===== config.mk =====
export PLATFORM = sky130hd
export DESIGN_NAME = dma_refresh_arb
export DESIGN_NICKNAME = d
export VERILOG_FILES = /design/src/rtl/dmaa_pkg.sv /design/src/rtl/dmaa_refresh_latch.sv /design/src/rtl/dmaa_prio_pick.sv /design/src/rtl/dmaa_cycle_seq.sv /design/src/rtl/dma_refresh_arb.sv
export SDC_FILE = /design/constraint.sdc
export NUM_CORES = 1
export LEC_CHECK = 0
export BUFFER_PORTS_ARGS = -buffer_cell sky130_fd_sc_hd__buf_4
export CELL_PAD_IN_SITES_DETAIL_PLACEMENT = 1
export CELL_PAD_IN_SITES_GLOBAL_PLACEMENT = 1
export CORE_MARGIN = 10
export CORE_UTILIZATION = 34
export DETAILED_ROUTE_END_ITERATION = 7
export PLACE_DENSITY_LB_ADDON = 0.1
export RECOVER_POWER = 50
export SYNTH_ARGS = -nofsm -noshare
export SYNTH_HDL_FRONTEND = slang
export SYNTH_SLANG_ARGS = --single-unit

===== constraint.sdc =====
create_clock -name clk -period 1.9 [get_ports clk]
set_clock_uncertainty 0.1 [all_clocks]
set_input_delay 0.285 -clock clk [delete_from_list [all_inputs] [get_ports clk]]
set_output_delay 0.285 -clock clk [all_outputs]
set_load 0.02 [all_outputs]

===== src/rtl/dmaa_pkg.sv =====
package dmaa_pkg;

    localparam int NUM_CH     = 4;
    localparam int CH_W       = $clog2(NUM_CH);
    localparam int REFRESH_CH = 0;

    typedef logic [CH_W-1:0] chan_t;

    typedef enum logic [1:0] {
        ST_IDLE = 2'd0,
        ST_HOLD = 2'd1,
        ST_CYC  = 2'd2
    } seq_state_e;

    typedef struct packed {
        seq_state_e st;
        chan_t      chan;
    } seq_reg_t;

    function automatic logic chan_is_refresh(chan_t c);
        return c == chan_t'(REFRESH_CH);
    endfunction

    function automatic logic [NUM_CH-1:0] chan_onehot(chan_t c);
        return NUM_CH'(1) << c;
    endfunction

endpackage


===== src/rtl/dmaa_refresh_latch.sv =====
module dmaa_refresh_latch (
    input  logic clk,
    input  logic rst,
    input  logic tick,
    input  logic taken,
    output logic pending
);
    always_ff @(posedge clk) begin
        if (rst) begin
            pending <= 1'b0;
        end else begin
            pending <= tick | (pending & ~taken);
        end
    end
endmodule


===== src/rtl/dmaa_prio_pick.sv =====
module dmaa_prio_pick #(
    parameter int N = 4
) (
    input  logic [N-1:0]         req,
    output logic                 any,
    output logic [$clog2(N)-1:0] idx
);
    localparam int IW = $clog2(N);

    logic [N-1:0] shadowed;
    logic [N-1:0] won;

    assign shadowed[0] = 1'b0;
    for (genvar i = 1; i < N; i++) begin : g_chain
        assign shadowed[i] = shadowed[i-1] | req[i-1];
    end

    assign won = req & ~shadowed;
    assign any = |req;

    always_comb begin
        idx = '0;
        for (int i = 0; i < N; i++) begin
            if (won[i]) idx = IW'(i);
        end
    end
endmodule


===== src/rtl/dmaa_cycle_seq.sv =====
module dmaa_cycle_seq
    import dmaa_pkg::*;
#(
    parameter int XFER_CLKS    = 5,
    parameter int REFRESH_CLKS = 4,
    parameter int WAIT_SLOT    = 2
) (
    input  logic              clk,
    input  logic              rst,
    input  logic              any_req,
    input  chan_t             winner,
    input  logic              bus_grant,
    input  logic              cpu_ready,
    output logic              take,
    output seq_reg_t          cur,
    output logic [NUM_CH-1:0] ack
);
    localparam int MAX_CLKS = (XFER_CLKS > REFRESH_CLKS) ? XFER_CLKS : REFRESH_CLKS;
    localparam int CNT_W    = $clog2(MAX_CLKS + 1);

    logic [CNT_W-1:0] cnt;
    logic             is_ref;
    logic             stall;
    logic             last;

    assign is_ref = chan_is_refresh(cur.chan);
    assign stall  = !is_ref && (cnt == CNT_W'(WAIT_SLOT)) && !cpu_ready;
    assign last   = is_ref ? (cnt == CNT_W'(REFRESH_CLKS - 1))
                           : (cnt == CNT_W'(XFER_CLKS - 1));
    assign take   = (cur.st == ST_HOLD) && any_req && bus_grant;

    always_ff @(posedge clk) begin
        if (rst) begin
            cur.st   <= ST_IDLE;
            cur.chan <= '0;
            cnt      <= '0;
            ack      <= '0;
        end else begin
            ack <= '0;
            unique case (cur.st)
                ST_IDLE: begin
                    if (any_req) cur.st <= ST_HOLD;
                end
                ST_HOLD: begin
                    if (!any_req) begin
                        cur.st <= ST_IDLE;
                    end else if (bus_grant) begin
                        cur.st   <= ST_CYC;
                        cur.chan <= winner;
                        cnt      <= '0;
                        ack      <= chan_onehot(winner);
                    end
                end
                ST_CYC: begin
                    if (!stall) begin
                        if (last) begin
                            cur.st <= ST_IDLE;
                            cnt    <= '0;
                        end else begin
                            cnt <= cnt + 1'b1;
                        end
                    end
                end
                default: cur.st <= ST_IDLE;
            endcase
        end
    end
endmodule


===== src/rtl/dma_refresh_arb.sv =====
module dma_refresh_arb
    import dmaa_pkg::*;
#(
    parameter int XFER_CLKS    = 5,
    parameter int REFRESH_CLKS = 4,
    parameter int WAIT_SLOT    = 2
) (
    input  logic              clk,
    input  logic              rst,
    input  logic              refresh_tick,
    input  logic [NUM_CH-2:0] dev_req,
    input  logic              bus_grant,
    input  logic              cpu_ready,
    output logic              bus_req,
    output logic [NUM_CH-1:0] chan_ack,
    output logic              cyc_active,
    output logic              cyc_refresh,
    output logic              cyc_xfer,
    output logic [CH_W-1:0]   cyc_chan
);
    logic              ref_pending;
    logic              take;
    logic              any_req;
    chan_t             winner;
    logic [NUM_CH-1:0] req_vec;
    seq_reg_t          cur;

    assign req_vec = {dev_req, ref_pending};

    dmaa_refresh_latch u_ref (
        .clk     (clk),
        .rst     (rst),
        .tick    (refresh_tick),
        .taken   (take && chan_is_refresh(winner)),
        .pending (ref_pending)
    );

    dmaa_prio_pick #(.N(NUM_CH)) u_pick (
        .req (req_vec),
        .any (any_req),
        .idx (winner)
    );

    dmaa_cycle_seq #(
        .XFER_CLKS    (XFER_CLKS),
        .REFRESH_CLKS (REFRESH_CLKS),
        .WAIT_SLOT    (WAIT_SLOT)
    ) u_seq (
        .clk       (clk),
        .rst       (rst),
        .any_req   (any_req),
        .winner    (winner),
        .bus_grant (bus_grant),
        .cpu_ready (cpu_ready),
        .take      (take),
        .cur       (cur),
        .ack       (chan_ack)
    );

    assign bus_req     = cur.st != ST_IDLE;
    assign cyc_active  = cur.st == ST_CYC;
    assign cyc_refresh = cyc_active && chan_is_refresh(cur.chan);
    assign cyc_xfer    = cyc_active && !chan_is_refresh(cur.chan);
    assign cyc_chan    = cur.chan;
endmodule


After elaboration in Yosys (flattened, before gate mapping):

Index checks and enable logic that the tools add are counted.
W data, S select, Z words.

* add/subtract/negate cells: 1
* equality and inequality tests: 11
* shift operators: 1
* muxes and demuxes: 15
* bitwise gates (word level): 10
* reduce and logical (&&, ||, !) cells: 19

Operator list (number)
* $mux W2: 6
* $mux W3: 4
* $reduce_and A4 Y1: 2
* $reduce_or A4 Y1: 2
* $logic_and A1 B1 Y1: 7
* $eq A3 B2 Y1 const B: 2
* $logic_not A2 Y1: 3
* $ne A2 B1 Y1 const B: 3
* $pmux W2 S3: 1
* $pmux W3 S2: 1
* $and A4 B4 Y4: 1
* $mux W4: 1
* $ne A2 B2 Y1 const B: 2
* $not A1 Y1: 4
* $not A4 Y4: 1
* $reduce_bool A2 Y1: 2
* $shl A1 B2 Y4 const A: 1
* $add A3 B1 Y3 const B: 1
* $eq A3 B3 Y1 const B: 1
* $ne A3 B3 Y1 const B: 1
* $or A1 B1 Y1: 3
* $reduce_and A3 Y1: 1
* $eq A2 B1 Y1 const B: 1
* $eq A2 B2 Y1 const B: 1
* 3 further kinds: 5

* bits in registers: 12
* input port bits: 8
* output and inout bits: 10
* logic and storage cells: 62

Depth between registers and ports, before layout:

* word-level depth: 12
* mapped depth: 6
* gate-level depth less buffers: 6

By module:

From an unflattened synthesis, not the netlist that was laid out.

* cells, all modules: 69
* area total of the unflattened synthesis: 601.8 um^2

By module, submodules not included
* dmaa_cycle_seq: instances 1, cells each 51, area each 479.2 um^2
* dma_refresh_arb: instances 1, cells each 7, area each 48.8 um^2
* dmaa_refresh_latch: instances 1, cells each 4, area each 38.8 um^2
* dmaa_prio_pick: instances 1, cells each 7, area each 35.0 um^2

Worst setup path before layout:

No wires, ideal clock.

* path kind: flip-flop to flip-flop
* start: register u_seq.cnt[0]
* end: register u_seq.cnt[0]
* library setup time: 0.071 ns
* data arrival time: 1.413 ns
* required time: 1.729 ns
* path slack: 0.317 ns
* cell stages (with the launch flop): 7
* buffers on the path: 0
* cells stage by stage: dfxtp_1 > inv_1 > ha_1 > inv_1 > o41a_1 > or3_1 > a21oi_1

* word-level cells in the longest chain between the ends: 5
* elaborated cells between the ends (all ways): 12
* those cells by class: 1 x add/sub; 4 x eq/ne; 4 x mux; 3 x reduce/logical

RTL lines
* start: declaration: line dmaa_cycle_seq.sv:21 `logic [CNT_W-1:0] cnt;`
* start signal: assignment: line dmaa_cycle_seq.sv:60 `cnt <= cnt + 1'b1;`
* parallel branches: the longest is 5 deep, another holds $add A3 B1 Y3

Several ways; the timed one is not identified. The select of a mux whose other input is x is not followed.
A chain may end at the register's enable or synchronous reset.

Worst setup path in the final report:

Ends and elaborated chain as after synthesis.

==> metrics.md <==
| Metric | Value |
|---|---|
| Later-pin clock latency in the skew report | 280 ps |
| Die H | approximately 60 µm |
| Inserted Diodes | 0 |
| Port bufs | 17 |
| Most common cell in the netlist | nor2_1 |
| Post-route cell area | around 730 µm² |
| Leading cell types by total area after synthesis | dfxtp_1, nor2_1, ha_1 |
| Commonest cells post-synth | nor2_1, dfxtp_1, a21oi_1, inv_1, nor3_1 |
| Core area | about 1600 µm² |
| Multi-input gate area | approximately 310 µm² |
| Yosys warns | 0 |
| Clock period minus worst slack | roughly 1700 ps |
| Routed WL | 1454 µm |
| Cell area after synthesis | roughly 590 µm² |
| Via count | around 540 |
| Final period util | 0.8995 |
| Pwr Density | 772.3 nW/µm² |
| DRC Markers | 0 |
| Pins over their slew limit | 0 |
| Count of cells resized by post-cts repair | 0 |
| Critical path's largest stage delay | 450 ps |
| Worst Setup SP | u_seq.cnt[0] |
| Register area | around 240 µm² |
| R2R setup slack | roughly 190 ps |
| Worst IR drop on VDD | approximately 0.41 mV |
| Min-delay worst type | in -> reg |
| Row cnt | 14 |
| CP max FO | 4 |
| Static leakage power | 0.3038 nW |
| Routed wire per std cell | between 10 and 15 µm |
| Post-synth EDFFs | 0 |
| Initial antenna violation count | 0 |
| Gr usage total | 0.08861 |
| Crit path DAT | roughly 1800 ps |
| RSZ-0062 raised after global routing | false |
| Initial drt markers | 18 |
| Most used cell, CP | inv_1 |
| Max Fclk | about 0.6 GHz |
| Vias in the first global route | between 500 and 600 |
| Setup-failing EPs final | 0 |
| Placed inst area | between 700 and 800 µm² |
| Post-Syn Instances | 66 |
| Hpwl dp | about 1100 µm |
| Crit path kind | reg -> reg |
| Hold_buf cts | 0 |
| Avg Inst Size Synth | around 9 µm² |
| CTS Buf Count | 3 |
| CTS tree | done |
| Largest net degree at the start of global routing | 11 |
| Ys async rst share | 0 |
| Final Worst Setup Slack | between 150 and 200 ps |
| I/O Pins | 18 |
| CP endpoint kind | flip-flop |
| Post-synthesis cell type count | 30 |
| Final Hold Slack | approximately 110 ps |
| DR vias/cell | 5.350 |
| Busiest grt layer | met2 |
| Synthesized flop and latch total | 12 |
| Maximum clock path buffer count | 2 |
| Grt met2 use | 0.1215 |
| Worst hold start | bus_grant |
| Worst slew pin tran | about 360 ps |
| Max-cap violation count | 0 |
| Clock sinks | 12 |
| Drt pass-1 iters | 4 |
| Clock Pin Slew Worst Setup and Hold Paths | about 80 ps |
| Setup Total Neg Slack | 0 ps |
| Post-Syn Nets | 76 |
| Worst path cell trace | inv_1 -> ha_1 -> inv_1 -> o41a_1 -> or3_1 -> a21oi_1 |
| Setup crit start kind | flip-flop |
| Slew HR | 0.7545 |
| Starting Density | 0.3756 |
| Grt ovf | 0 |
| Synth Flop Type | dfxtp_1 |
| Pre-CTS setup slack | roughly 210 ps |
| Layout cells sized above 1 | 0.2500 |
| GPL Wtd Cong | 0.6925 |
| R2r startpoint | u_seq.cnt[0] |
| Met1 Usage GRT | 0.1056 |
| H-Tree Depth | 1 |
| Dominant cell type by area after synthesis | dfxtp_1 |
| First-pass GRT wire length | 2463 µm |
| Clk Tree Root Cell | clkbuf_4 |
| Syn-to-layout area delta | 24.36% |
| Worst Path Required | 2020 ps |
| Area share of the largest cell type after synthesis | 0.4103 |
| Setup Buffers After CTS | 0 |
| Buf/Inv on CP | 2 |
| CP top delay family | compound AO/OA/AOI/OAI gates |
| Die area | ~3800 µm² |
| Status | complete, no violations |
| GR Util met3 | 0.05144 |
| Final #Nets | 95 |
| Die Wd | 61.50 µm |
| Max stage delay cell, worst path | o41a_1 |
| Post-DRT Antenna Nets | 0 |
| Fin. Hold Viols | 0 |
| # fillers | just under 200 |
| Sequential area share after synthesis | 0.4103 |
## worst reg2reg max path, delay by kind of cell (launching register included)
kind            cells  cell delay [ps]
simple gates        1              330
buf+inv             2              140
fa+ha+maj           1              150
flops               1              340
compound gates      2              600
## cell type report
class                           count  share of cell area
Multi-Input combinational cell     47              0.4278
Tap cell                           16             0.02749
Sequential cell                    12              0.3299
Inverter                            4             0.02062
Timing Repair Buffer               17              0.1443
Clock buffer                        4             0.04983
## flip-flops by register name, summed over array words and instances, names as in the netlist
register,cells
u_seq.cur,4
u_ref.pending,1
u_seq.ack,4
u_seq.cnt,3
## per-layer routing
metal | vias to the layer above | wire [µm]
li1 | 270 | -
met1 | 244 | 658
met2 | 17 | 635
met3 | 4 | 131
met4 | 0 | 29
met5 | - | 0
## through the flow
step	total power, mW	utilization	instances
3_5_place_dp	0.3667	0.4583	96
3_3_place_gp	0.3658	0.4583	96
2_1_floorplan	0.3294	-	66
6_report	0.5624	0.4671	100
4_1_cts	0.5780	0.4815	100
5_1_grt	0.5970	0.4671	100
## path summary, 6_finish.rpt
kind	cells past startpoint	endpoint
setup / recovery	6	u_seq.cnt[0]
hold / removal	2	u_seq.cur[2]
setup reg to reg	6	u_seq.cnt[0]
hold reg to reg	1	u_seq.cur[2]
## where the power goes
part	leakage (nW)	internal (mW)	switching, mW
registers	0.0978	0.261	0.00916
clock network	0.0210	0.117	0.0896
logic	0.185	0.0353	0.0502
total	0.304	0.413	0.149
## cell usage in the layout, fill, tap and decap left out, types with 3 or more instances in the layout
master and n:
nor2_1 15, dfxtp_1 12, buf_4 11, clkbuf_1 6, a21oi_1 4, nor3_1 3, inv_1 3, clkbuf_4 3
## cell families after synthesis
logic type	after synthesis	share of synthesized area
buf+inv	7	0.05767
simple gates	33	0.3355
fa+ha+maj	2	0.04273
flops	12	0.4103
compound gates	10	0.1175
mux	2	0.03632
(Power assumes the default switching activity.)
